**src/rtl/irq_ctrl_pkg.sv**
```systemverilog
package irq_ctrl_pkg;
  localparam int unsigned NMI_ID  = 0;
  localparam int unsigned ABRK_ID = 1;
  localparam int unsigned SRC_ID0 = 2;

  typedef enum logic {
    SEL_FLAGS   = 1'b0,
    SEL_ENABLES = 1'b1
  } wr_sel_e;
endpackage

```
**src/rtl/irq_src_regs.sv**
```systemverilog
module irq_src_regs #(
  parameter int N_SRC = 8
) (
  input  logic             clk,
  input  logic             rst_n,
  input  logic [N_SRC-1:0] src_req,
  input  logic             wr_en,
  input  logic             wr_sel,
  input  logic [N_SRC-1:0] wr_data,
  output logic [N_SRC-1:0] flags,
  output logic [N_SRC-1:0] enables
);
  import irq_ctrl_pkg::*;

  logic clr_wr, en_wr;
  assign clr_wr = wr_en && (wr_sel == SEL_FLAGS);
  assign en_wr  = wr_en && (wr_sel == SEL_ENABLES);

  for (genvar i = 0; i < N_SRC; i++) begin : g_bit
    always_ff @(posedge clk or negedge rst_n) begin
      if (!rst_n) begin
        flags[i]   <= 1'b0;
        enables[i] <= 1'b0;
      end else begin
        // a new request outranks a clear in the same cycle
        flags[i] <= src_req[i] | (flags[i] & ~(clr_wr & ~wr_data[i]));
        if (en_wr) enables[i] <= wr_data[i];
      end
    end
  end
endmodule

```
**src/rtl/irq_pick.sv**
```systemverilog
module irq_pick #(
  parameter int N_SRC = 8,
  parameter int IDW   = 4
) (
  input  logic             nmi_pend,
  input  logic             abrk_pend,
  input  logic [N_SRC-1:0] flags,
  input  logic [N_SRC-1:0] enables,
  input  logic             mask,
  output logic             hit,
  output logic [IDW-1:0]   win_id
);
  import irq_ctrl_pkg::*;

  logic [N_SRC-1:0] live;
  assign live = flags & enables & {N_SRC{~mask}};

  always_comb begin
    hit    = 1'b0;
    win_id = '0;
    // scan downward so the lowest index is the last to write
    for (int i = N_SRC - 1; i >= 0; i--) begin
      if (live[i]) begin
        hit    = 1'b1;
        win_id = IDW'(SRC_ID0 + i);
      end
    end
    if (abrk_pend) begin
      hit    = 1'b1;
      win_id = IDW'(ABRK_ID);
    end
    if (nmi_pend) begin
      hit    = 1'b1;
      win_id = IDW'(NMI_ID);
    end
  end
endmodule

```
**src/rtl/irq_seq.sv**
```systemverilog
module irq_seq #(
  parameter int             IDW      = 4,
  parameter int             AW       = 16,
  parameter logic [AW-1:0]  VEC_BASE = 16'h0020
) (
  input  logic           clk,
  input  logic           rst_n,
  input  logic           insn_done,
  input  logic           rti,
  input  logic           nmi_req,
  input  logic           abrk_req,
  input  logic           hit,
  input  logic [IDW-1:0] win_id,
  output logic           nmi_pend,
  output logic           abrk_pend,
  output logic           accept,
  output logic [AW-1:0]  vector,
  output logic           mask,
  output logic           saved_mask
);
  import irq_ctrl_pkg::*;

  logic take;
  assign take = insn_done & hit;

  always_ff @(posedge clk or negedge rst_n) begin
    if (!rst_n) begin
      nmi_pend   <= 1'b0;
      abrk_pend  <= 1'b0;
      accept     <= 1'b0;
      vector     <= '0;
      mask       <= 1'b1;
      saved_mask <= 1'b0;
    end else begin
      nmi_pend  <= nmi_req  | (nmi_pend  & ~(take && win_id == IDW'(NMI_ID)));
      abrk_pend <= abrk_req | (abrk_pend & ~(take && win_id == IDW'(ABRK_ID)));
      accept    <= take;
      if (take) begin
        vector     <= VEC_BASE + (AW'(win_id) << 1);
        saved_mask <= mask;
        mask       <= 1'b1;
      end else if (rti) begin
        mask <= saved_mask;
      end
    end
  end
endmodule

```
**src/rtl/prio_irq_ctrl.sv**
```systemverilog
module prio_irq_ctrl #(
  parameter int            N_SRC    = 8,
  parameter int            AW       = 16,
  parameter logic [AW-1:0] VEC_BASE = 16'h0020
) (
  input  logic             clk,
  input  logic             rst_n,
  input  logic [N_SRC-1:0] src_req,
  input  logic             nmi_req,
  input  logic             abrk_req,
  input  logic             wr_en,
  input  logic             wr_sel,
  input  logic [N_SRC-1:0] wr_data,
  input  logic             insn_done,
  input  logic             rti,
  output logic             irq_pending,
  output logic             accept,
  output logic [AW-1:0]    vector,
  output logic             mask,
  output logic [N_SRC-1:0] flags,
  output logic [N_SRC-1:0] enables
);
  localparam int IDW = $clog2(N_SRC + 2);

  logic           hit, nmi_pend, abrk_pend, saved_mask;
  logic [IDW-1:0] win_id;

  irq_src_regs #(.N_SRC(N_SRC)) u_regs (
    .clk(clk), .rst_n(rst_n), .src_req(src_req), .wr_en(wr_en),
    .wr_sel(wr_sel), .wr_data(wr_data), .flags(flags), .enables(enables)
  );

  irq_pick #(.N_SRC(N_SRC), .IDW(IDW)) u_pick (
    .nmi_pend(nmi_pend), .abrk_pend(abrk_pend), .flags(flags),
    .enables(enables), .mask(mask), .hit(hit), .win_id(win_id)
  );

  irq_seq #(.IDW(IDW), .AW(AW), .VEC_BASE(VEC_BASE)) u_seq (
    .clk(clk), .rst_n(rst_n), .insn_done(insn_done), .rti(rti),
    .nmi_req(nmi_req), .abrk_req(abrk_req), .hit(hit), .win_id(win_id),
    .nmi_pend(nmi_pend), .abrk_pend(abrk_pend), .accept(accept),
    .vector(vector), .mask(mask), .saved_mask(saved_mask)
  );

  assign irq_pending = hit;
endmodule

```
**config.mk**
```make
export PLATFORM = sky130hd
export DESIGN_NAME = prio_irq_ctrl
export DESIGN_NICKNAME = d
export VERILOG_FILES = /design/src/rtl/irq_ctrl_pkg.sv /design/src/rtl/irq_src_regs.sv /design/src/rtl/irq_pick.sv /design/src/rtl/irq_seq.sv /design/src/rtl/prio_irq_ctrl.sv
export SDC_FILE = /design/constraint.sdc
export NUM_CORES = 1
export LEC_CHECK = 0
export BUFFER_PORTS_ARGS = -buffer_cell sky130_fd_sc_hd__clkbuf_2
export CAP_MARGIN = 20
export CORE_MARGIN = 1
export CORE_UTILIZATION = 45
export DETAILED_ROUTE_END_ITERATION = 10
export PLACE_DENSITY = 0.85
export SYNTH_ARGS = -nofsm -noshare
export SYNTH_HDL_FRONTEND = slang
export SYNTH_SLANG_ARGS = --single-unit
```
**constraint.sdc**
```tcl
create_clock -name clk -period 2.3 [get_ports clk]
set_clock_uncertainty 0.15 [all_clocks]
set_input_delay 0.23 -clock clk [delete_from_list [all_inputs] [get_ports clk]]
set_output_delay 0.23 -clock clk [all_outputs]
set_load 0.02 [all_outputs]
```
==> results.py <==
metrics = {
    "worst_setup_path": {
        "cp-start-kind": "register",
        "crit_chain": "o21ai_2 -> or3_2 -> clkbuf_2",
        "crit_fanout": 9,
        "worst_path_max_delay_cell": "dfstp_2",
        "cp.required_ps": 1920,
        "max_stage_delay_ps": 690,
        "worstSetupPathType": "register to primary output",
        "worstSetupEndpointType": "primary output",
        "worstPathArrival_ps": 1750,
    },
    "placement": {
        "place_ws_ps": 541,
        "dp_hpwl_um": 1990,
        "port_buffers": 47,
        "place.gp.congestion": 0.778,
        "dp.cells": 183,
    },
    "clocking": {
        "cts_root_buf": "clkbuf_4",
        "clock-sinks": 26,
        "clock_latency_ps": 320,
        "htree_levels": 1,
        "cts_tree": "yes",
        "path_clk_slew_ps": 130,
        "clk_path_buf_depth": 2,
        "cts_made_buffers": 3,
        "ctsResizeCount": 0,
    },
    "sta": {
        "holdWs_ps": 26.2,
        "fin_ws_ps": 169,
        "setup_violations": 0,
        "fmax_ghz": 0.469,
        "tightest_slew_ps": 637,
        "tns_ps": 0,
        "hold_violations": 0,
        "min_period_over_period_pct": 92.7,
        "finalMaxSlewViolations": 0,
        "slew-limit-headroom_pct": 57.5,
        "rsz0062_at_grt": "no",
        "period_minus_slack_ps": 2130,
    },
    "detailed_routing": {
        "route.detailed.drc": 0,
        "first_iter_violations": 6,
        "final_antenna_net_count": 0,
        "wire_per_inst_um": 14.1,
        "drt-met1-wl_um": 1160,
        "route.top_layer_used": "met4",
        "drt-total-wl_um": 2930,
        "drt-pass1-iter-count": 4,
        "dr_total_vias": 1060,
        "dr_wl_met3_um": 131,
        "viasPerCell": 5.10,
        "wl_met2_um": 1580,
    },
    "synth": {
        "synth_area_sq_um": 1220,
        "synth.area.top_cells": "dfrtp_1, mux2_2, buf_4",
        "syn_avg_cell_area_sq_um": 11.3,
        "yosysTopAreaCellShare_pct": 51.1,
        "ys_types": 31,
        "synthCells": 108,
        "synth_top_area_cell": "dfrtp_1",
        "synth_seq_cells": 26,
        "synth_warnings": 0,
        "seq_area_frac_synth_pct": 53.2,
    },
    "grt": {
        "antenna_found_initial": 0,
        "grt-ovfl-total": 0,
        "grt_pass1_vias": 1082,
        "grt_max_degree": 27,
        "track_usage_pct": 23.5,
        "grt_pass1_wl_um": 4750,
    },
    "die": {
        "start_util_pct": 48.6,
        "core_area_sq_um": 2520,
        "die_h_um": 54.2,
        "num_rows": 18,
        "die_area_sq_um": 2930,
        "die_w_um": 54.2,
        "pin_count": 59,
    },
    "final_layout": {
        "syn_to_final_growth_pct": 39.0,
        "final_common_cell": "clkbuf_2",
        "stdcell_count": 208,
        "fill_cells": 203,
        "final_cell_mix": "clkbuf_2, dfrtp_1, dlygate4sd3_1",
        "fin_nets": 202,
        "final_layout_size_suffix_gt1_share_pct": 39.5,
    },
    "power_and_ir_drop": {
        "peakVddDrop_mv": 0.540,
        "power_density_nw_per_um2": 652,
        "p_leak_nw": 0.795,
    },
    "worst_hold_path": {
        "hp-class": "input port to register",
    },
    "job": {
        "maxCapViolCount": 0,
    },
    "status": {
        "status": "complete, no violations",
    },
}
-- cells by family after synthesis --
family	Yosys count	share of synthesized area [%]
compound gates	28	17.9
buf+inv	15	8.07
flops	26	53.2
mux	9	8.17
other cells	1	0.306
simple gates	29	12.4
-- report_power, final --
group | internal (W) | switching [W] | leakage, nW
clock network | 0.000176 | 0.000133 | 0.0279
registers | 0.000497 | 0.0000416 | 0.287
logic | 0.000108 | 0.000155 | 0.480
total | 0.000782 | 0.000329 | 0.795
-- cells in the mapped netlist --
cell and count:
or3_2 1, mux2_2 8, dfstp_2 1, inv_1 3, a21oi_1 3, o21ai_0 11
o211ai_1 1, a32oi_1 1, conb_1 1, mux2i_1 1, o31ai_1 1, nand2b_1 11
nand2_1 9, o21ai_2 1, or2_1 1, o21ai_1 1, o31ai_4 1, a22oi_2 1
a31oi_1 1, nand3_1 1, a211oi_1 1, a41oi_4 1, buf_4 11, a21oi_2 1
a32o_1 1, nand2_2 3, buf_2 1, a22o_2 1, dfrtp_1 25, a21o_1 1
nor2_1 3
-- critical path: cells and delay by family, from the launching register on --
family,cells,cell delay [ps]
buf+inv,1,160
compound gates,1,160
simple gates,1,420
flops,1,690
-- cell type report --
class | count | area, sq um | area share [%]
tap | 30 | 37.5 | 2.20
inverter | 3 | 11.3 | 0.661
timing repair buffer | 67 | 435 | 25.6
clock buffer | 3 | 22.5 | 1.32
antenna | 1 | 2.50 | 0.147
clock inverter | 1 | 30.0 | 1.76
multi-input combinational | 77 | 512 | 30.1
sequential | 26 | 652 | 38.3
-- state kept, by name, indices dropped and copies added, names as in the netlist --
signal            cells
u_regs.enables        8
u_seq.abrk_pend       1
u_seq.vector          5
u_seq.mask            1
u_seq.accept          1
u_seq.saved_mask      1
u_regs.flags          8
u_seq.nmi_pend        1
-- what timing repair did --
action	in CTS	in global routing
hold buffers	20	0
setup buffers	0	0
hold endpoints to repair	43	0
setup endpoints to repair	0	0
-- per-stage QoR --
step                utilization [%]  total power, W  cell area, sq um
global route                   67.4         0.00117              1700
floorplan                         -        0.000704              1260
global placement               57.4        0.000771              1450
CTS                            67.4         0.00112              1700
detailed placement             57.4        0.000781              1450
finish                         67.5         0.00111              1700
-- path summary, 6_finish.rpt --
kind | start | to | slack [ps] | cells after the start
min in group asynchronous | rst_n | u_regs.flags[2] | 310 | 2
max in group asynchronous | rst_n | u_regs.enables[0] | 1280 | 2
min reg2reg | u_seq.vector[5] | u_seq.vector[5] | 330 | 1
max reg2reg | u_seq.mask | u_seq.vector[2] | 710 | 4
min | rti | u_seq.mask | 30 | 3
max | u_seq.mask | irq_pending | 170 | 3
-- per-layer routing --
| layer | track usage, % | vias up |
|---|---|---|
| met5 | 0 | - |
| met4 | 12.0 | 0 |
| met3 | 3.11 | 6 |
| met2 | 42.9 | 45 |
| met1 | 26.2 | 518 |
| li1 | - | 491 |
No activity file was read; power rests on OpenSTA's default activity.
